===== config.mk =====
export PLATFORM = sky130hd
export DESIGN_NAME = oc_pwm
export DESIGN_NICKNAME = d
export VERILOG_FILES = /design/src/rtl/oc_pwm_pkg.sv /design/src/rtl/oc_pwm_ctrl.sv /design/src/rtl/oc_pwm_dp.sv /design/src/rtl/oc_pwm.sv
export SDC_FILE = /design/constraint.sdc
export NUM_CORES = 1
export LEC_CHECK = 0
export BUFFER_PORTS_ARGS = -buffer_cell sky130_fd_sc_hd__buf_2
export CAP_MARGIN = 10
export CORE_MARGIN = 2
export CORE_UTILIZATION = 40
export CTS_CLUSTER_DIAMETER = 30
export DETAILED_ROUTE_END_ITERATION = 12
export HOLD_SLACK_MARGIN = 0.15
export PLACE_DENSITY = 0.62
export SYNTH_ARGS = -nofsm -noshare
export SYNTH_HDL_FRONTEND = slang
export SYNTH_HIERARCHICAL = 1
export SYNTH_SLANG_ARGS = --single-unit

===== constraint.sdc =====
create_clock -name clk -period 3.5 [get_ports clk]
set_input_delay 0.7 -clock clk [delete_from_list [all_inputs] [get_ports clk]]
set_output_delay 0.7 -clock clk [all_outputs]
set_load 0.02 [all_outputs]

===== src/rtl/oc_pwm_pkg.sv =====
package oc_pwm_pkg;

  localparam logic [1:0] ADDR_PER  = 2'd0;
  localparam logic [1:0] ADDR_DUTY = 2'd1;
  localparam logic [1:0] ADDR_FINE = 2'd2;
  localparam logic [1:0] ADDR_CTRL = 2'd3;

  // packed MSB first: trigMode is control bit 6, pwmMode is bit 0
  typedef struct packed {
    logic trigMode;
    logic dirTri;
    logic invert;
    logic faultDrv;
    logic faultLevel;
    logic faultMode;
    logic pwmMode;
  } ocCfg_t;

  typedef struct packed {
    logic tick;
    logic hold;
    logic syncRst;
  } ocStrb_t;

endpackage


===== src/rtl/oc_pwm_ctrl.sv =====
module oc_pwm_ctrl
  import oc_pwm_pkg::*;
#(
  parameter int PH_W = 2
) (
  input  logic            clk,
  input  logic            rstN,
  input  logic            wrEn,
  input  logic [1:0]      wrAddr,
  input  logic [7:0]      wrCtl,
  input  logic            faultIn,
  input  logic            faultClr,
  input  logic            syncIn,
  input  logic            trigIn,
  input  logic            periodStart,
  input  logic            cmpOut,
  output ocCfg_t          cfg,
  output ocStrb_t         strb,
  output logic [PH_W-1:0] phase,
  output logic            faultActive,
  output logic            running,
  output logic            pwmOut,
  output logic            pwmOe
);
  localparam logic [PH_W-1:0] PH_LAST = '1;

  logic ctlWr;
  logic faultExit;

  assign ctlWr = wrEn && (wrAddr == ADDR_CTRL);

  always_ff @(posedge clk) begin
    if (!rstN) begin
      cfg <= '0;
    end else if (ctlWr) begin
      cfg <= ocCfg_t'(wrCtl[6:0]);
    end
  end

  always_comb begin
    strb.tick    = (phase == PH_LAST);
    strb.hold    = cfg.trigMode && !running;
    strb.syncRst = !cfg.trigMode && syncIn;
  end

  // sub-phase generator, realigned by sync
  always_ff @(posedge clk) begin
    if (!rstN) begin
      phase <= '0;
    end else if (strb.syncRst) begin
      phase <= '0;
    end else begin
      phase <= phase + 1'b1;
    end
  end

  // running flag: hardware set by trigger, software re-arm clears it
  always_ff @(posedge clk) begin
    if (!rstN) begin
      running <= 1'b0;
    end else if (cfg.trigMode && trigIn) begin
      running <= 1'b1;
    end else if (ctlWr && wrCtl[7]) begin
      running <= 1'b0;
    end
  end

  assign faultExit = cfg.faultMode ? faultClr : periodStart;

  always_ff @(posedge clk) begin
    if (!rstN) begin
      faultActive <= 1'b0;
    end else if (faultIn) begin
      faultActive <= 1'b1;
    end else if (faultExit) begin
      faultActive <= 1'b0;
    end
  end

  always_comb begin
    pwmOut = faultActive ? cfg.faultLevel : cmpOut;
    if (faultActive && cfg.faultDrv) begin
      pwmOe = 1'b1;
    end else begin
      pwmOe = !cfg.dirTri;
    end
  end

endmodule


===== src/rtl/oc_pwm_dp.sv =====
module oc_pwm_dp
  import oc_pwm_pkg::*;
#(
  parameter int CNT_W = 16,
  parameter int PH_W  = 2
) (
  input  logic             clk,
  input  logic             rstN,
  input  logic             wrEn,
  input  logic [1:0]       wrAddr,
  input  logic [CNT_W-1:0] wrData,
  input  ocCfg_t           cfg,
  input  ocStrb_t          strb,
  input  logic [PH_W-1:0]  phase,
  output logic             periodStart,
  output logic [CNT_W-1:0] cnt,
  output logic             cmpOut
);
  logic [CNT_W-1:0] perReg, dutyReg, perSh, dutySh, perAct, dutyAct;
  logic [PH_W-1:0]  fineReg, fineSh, fineAct;
  logic             hiNext;

  always_ff @(posedge clk) begin
    if (!rstN) begin
      perReg  <= '0;
      dutyReg <= '0;
      fineReg <= '0;
    end else if (wrEn) begin
      case (wrAddr)
        ADDR_PER:  perReg  <= wrData;
        ADDR_DUTY: dutyReg <= wrData;
        ADDR_FINE: fineReg <= wrData[PH_W-1:0];
        default:   ;
      endcase
    end
  end

  // shadow copies reloaded at every wrap
  always_ff @(posedge clk) begin
    if (!rstN) begin
      perSh  <= '0;
      dutySh <= '0;
      fineSh <= '0;
    end else if (periodStart) begin
      perSh  <= perReg;
      dutySh <= dutyReg;
      fineSh <= fineReg;
    end
  end

  always_comb begin
    if (cfg.pwmMode) begin
      perAct  = perSh;
      dutyAct = dutySh;
      fineAct = fineSh;
    end else begin
      perAct  = perReg;
      dutyAct = dutyReg;
      fineAct = fineReg;
    end
  end

  assign periodStart = strb.tick && !strb.hold && (cnt >= perAct);

  always_ff @(posedge clk) begin
    if (!rstN) begin
      cnt <= '0;
    end else if (strb.syncRst) begin
      cnt <= '0;
    end else if (strb.tick) begin
      if (strb.hold || periodStart) begin
        cnt <= '0;
      end else begin
        cnt <= cnt + 1'b1;
      end
    end
  end

  always_comb begin
    hiNext = 1'b0;
    if (!strb.hold && (dutyAct != '0)) begin
      if (dutyAct >= perAct) begin
        hiNext = 1'b1;
      end else if (cnt < dutyAct) begin
        hiNext = 1'b1;
      end else if ((cnt == dutyAct) && (phase < fineAct)) begin
        hiNext = 1'b1;
      end
    end
  end

  always_ff @(posedge clk) begin
    if (!rstN) begin
      cmpOut <= 1'b0;
    end else begin
      cmpOut <= hiNext ^ cfg.invert;
    end
  end

endmodule


===== src/rtl/oc_pwm.sv =====
module oc_pwm
  import oc_pwm_pkg::*;
#(
  parameter int CNT_W = 16,
  parameter int PH_W  = 2
) (
  input  logic             clk,
  input  logic             rstN,
  input  logic             wrEn,
  input  logic [1:0]       wrAddr,
  input  logic [CNT_W-1:0] wrData,
  input  logic             faultIn,
  input  logic             faultClr,
  input  logic             syncIn,
  input  logic             trigIn,
  output logic             pwmOut,
  output logic             pwmOe,
  output logic             faultActive,
  output logic             running
);
  ocCfg_t           cfg;
  ocStrb_t          strb;
  logic [PH_W-1:0]  phase;
  logic             periodStart;
  logic             cmpOut;
  logic [CNT_W-1:0] timerCnt;

  oc_pwm_ctrl #(.PH_W(PH_W)) u_ctrl (
    .clk(clk), .rstN(rstN), .wrEn(wrEn), .wrAddr(wrAddr), .wrCtl(wrData[7:0]),
    .faultIn(faultIn), .faultClr(faultClr), .syncIn(syncIn), .trigIn(trigIn),
    .periodStart(periodStart), .cmpOut(cmpOut), .cfg(cfg), .strb(strb),
    .phase(phase), .faultActive(faultActive), .running(running),
    .pwmOut(pwmOut), .pwmOe(pwmOe)
  );

  oc_pwm_dp #(.CNT_W(CNT_W), .PH_W(PH_W)) u_dp (
    .clk(clk), .rstN(rstN), .wrEn(wrEn), .wrAddr(wrAddr), .wrData(wrData),
    .cfg(cfg), .strb(strb), .phase(phase), .periodStart(periodStart),
    .cnt(timerCnt), .cmpOut(cmpOut)
  );

endmodule


==> results.yml <==
synthesis:
  synthFlopType: "dfxtp_1"
  synth_commonest_cells: "168 x nand2_1, 96 x dfxtp_1, 76 x mux2i_1"
  synthArstFlopShare_pct: 0
  yosys_warnings: 6
  syn_area_mm2: 0.00549
  synthCells: 626
  post-synth-top-count-cell: "nand2_1"
  synth-edff-count: 0
  synthTopCellsByArea: "dfxtp_1 35%, mux2i_1 14%, ha_1 12%"
  postSynthAreaPerCell_um2: 8.76
  synth_cell_types: 53
  seq_area_frac_synth_pct: 35.0
  syn-num-nets: 702
  yosys.area.top_type_share_pct: 35.0
  ys_seq_elements: 96
  synth_area_leader_cell: "dfxtp_1"
final_layout:
  multi_input_area_mm2: 0.00332
  n_fill_cell: 1311
  drive_gt1_share_pct: 11.5
  seqCellArea_mm2: 0.00193
  n_antenna_cell: 0
  syn2layout_area_growth_pct: 11.2
  layout.nets: 725
sta:
  fin_skew_ns: 0.00692
  setup_violations: 0
  fmax_ghz: 0.325
  period_needed_ns: 3.07
  timing.final.crit_share_pct: 87.8
  rsz0062_at_grt: "no"
  finalMaxSlewViolations: 0
  hold_violations: 0
  tns_ns: 0
  max_slew_margin_pct: 45.6
  tightest_slew_ns: 0.814
clock_network:
  postCtsHoldBufs: 0
  htree_num_levels: 3
  cts_tree: "done"
  clkLatencyLatePin_ns: 0.35
  cts_buffer_depth: 2
  clock-root-buffer: "clkbuf_16"
  numCtsBuffers: 9
  post-cts-setup-buffers: 0
  clkSinkCount: 96
  clk_pin_slew_ns: 0.07
  cts-resized-gates: 0
critical_path:
  cp.arrival_ns: 3.35
  crit_path_end_kind: "register"
  cp-start-kind: "register"
  crit_required_ns: 3.78
  crit_type: "reg -> reg"
  critical_path.max_fanout: 20
floorplan:
  core_area_mm2: 0.0133
  rows: 42
  die-area_mm2: 0.0147
  start_util_pct: 41.3
  die_w_um: 121
  io_pins: 29
  fp.dieH_um: 121
pwr:
  power_density_mw_per_mm2: 384
  power_leakage_nw: 2.37
  ir_drop_v: 0.000288
  power_w: 0.00234
global_routing:
  grt_pass1_vias: 4302
  grt_max_degree: 59
  grt_usage_pct: 18.8
  overflow: 0
  grt_pass1_wl_um: 21600
  antenna_found_initial: 0
placed_design:
  dp_hpwl_um: 9830
  gp_congestion: 0.911
  portBuffers: 28
detailed_routing:
  vias_per_cell: 5.30
  postRouteAntennaNets: 0
  avgRoutedWirePerCell_um: 15.6
  drt_iter0_drc: 285
  dr_total_vias: 4400
  wl_um: 13000
  first_pass_iters: 5
  drc: 0
worst_hold_path:
  hp-class: "reg -> reg"
run_status:
  status: "complete, no violations"
job:
  drv_cap: 0
-- layer usage --
metal	share of wire, %	vias up	GRT usage (%)	wire length, µm
met2	47	90	30.5	6080
met3	3.8	16	4.14	490
li1	-	2220	-	-
met5	0	-	0	0
met1	48	2074	25.1	6220
met4	1.4	0	5.45	185
-- metrics by stage --
stage | setup WS (ns) | instances | utilization [%] | area, µm² | hold WS [ns]
floorplan | 0.330 | 626 | - | 5490 | 0.425
global placement | 0.199 | 814 | 43.6 | 5800 | 0.441
detailed placement | 0.127 | 814 | 43.6 | 5800 | 0.450
CTS | 0.0802 | 830 | 45.8 | 6090 | 0.460
global route | 0.161 | 830 | 45.9 | 6100 | 0.477
finish | 0.428 | 830 | 45.9 | 6100 | 0.459
-- state kept, by name, summed over array words and instances, names as in the netlist --
register and cells:
u_dp/perReg 16, u_ctrl/phase 2, u_ctrl/running 1, u_dp/fineSh 2, u_dp/dutySh 16, u_dp/dutyReg 16, u_ctrl/faultActive 1, u_ctrl/cfg 7
u_dp/cmpOut 1, u_dp/fineReg 2, u_dp/cnt 16, u_dp/perSh 16
-- worst paths after layout --
path / from / to / slack (ns) / cells past startpoint
hold reg to reg: u_dp/perSh[6] / u_dp/perSh[6] / 0.46 / 2
setup / recovery: u_ctrl/cfg[0] / u_ctrl/faultActive / 0.43 / 10
setup reg to reg: u_ctrl/cfg[0] / u_ctrl/faultActive / 0.43 / 10
hold / removal: u_dp/perSh[6] / u_dp/perSh[6] / 0.46 / 2
-- logic make-up after synthesis --
kind of cell / count (synthesis) / share of synthesized area (%)
fa+ha+maj: 51 / 11.6
buf+inv: 54 / 4.81
compound gates: 96 / 13.0
xor+xnor: 11 / 1.76
simple gates: 239 / 19.3
flops: 96 / 35.0
mux: 79 / 14.5
-- cell type report --
class	count	share of cell area [%]
clock buffer	12	4.21
clock inverter	4	0.472
inverter	24	1.48
multi-input combinational	476	54.4
sequential	96	31.6
tap	176	3.61
timing repair buffer	42	4.27
-- worst max-delay path: stages (launching register included) --
cell and delay (ns):
dfxtp_4 0.57, buf_4 0.26, mux2i_1 0.33, ha_1 0.31, and3_1 0.18, a221oi_2 0.24
o21ai_2 0.13, a211oi_1 0.36, nor3_4 0.15, mux2_2 0.31, o21ai_0 0.15
-- power breakdown --
part	switching [W]	internal (W)	total (W)
clock network	0.000421	0.000521	0.000942
registers	0.0000222	0.00111	0.00114
logic	0.000153	0.000108	0.000261
total	0.000597	0.00174	0.00234
-- placed cells by master, fill, tap and decap left out, types with 3 or more instances in the layout --
| cell | synthesis | routed |
|---|---|---|
| a21o_1 | 3 | 3 |
| xor2_1 | 8 | 8 |
| and3_1 | 7 | 7 |
| nand3_1 | 10 | 10 |
| o21ai_0 | 13 | 13 |
| a21boi_0 | 33 | 33 |
| mux2i_1 | 76 | 76 |
| dfxtp_1 | 96 | 95 |
| xnor2_1 | 3 | 3 |
| ha_1 | 51 | 51 |
| a21oi_1 | 19 | 19 |
| o211ai_1 | 4 | 4 |
| a32o_1 | 3 | 3 |
| nor2b_1 | 8 | 8 |
| clkbuf_16 | 0 | 9 |
| mux2_2 | 3 | 3 |
| nand2_1 | 168 | 168 |
| nand4_1 | 13 | 13 |
| buf_4 | 1 | 14 |
| buf_2 | 3 | 27 |
| nor2_1 | 12 | 12 |
| inv_1 | 24 | 24 |
Power figures use the tool's default switching activity.
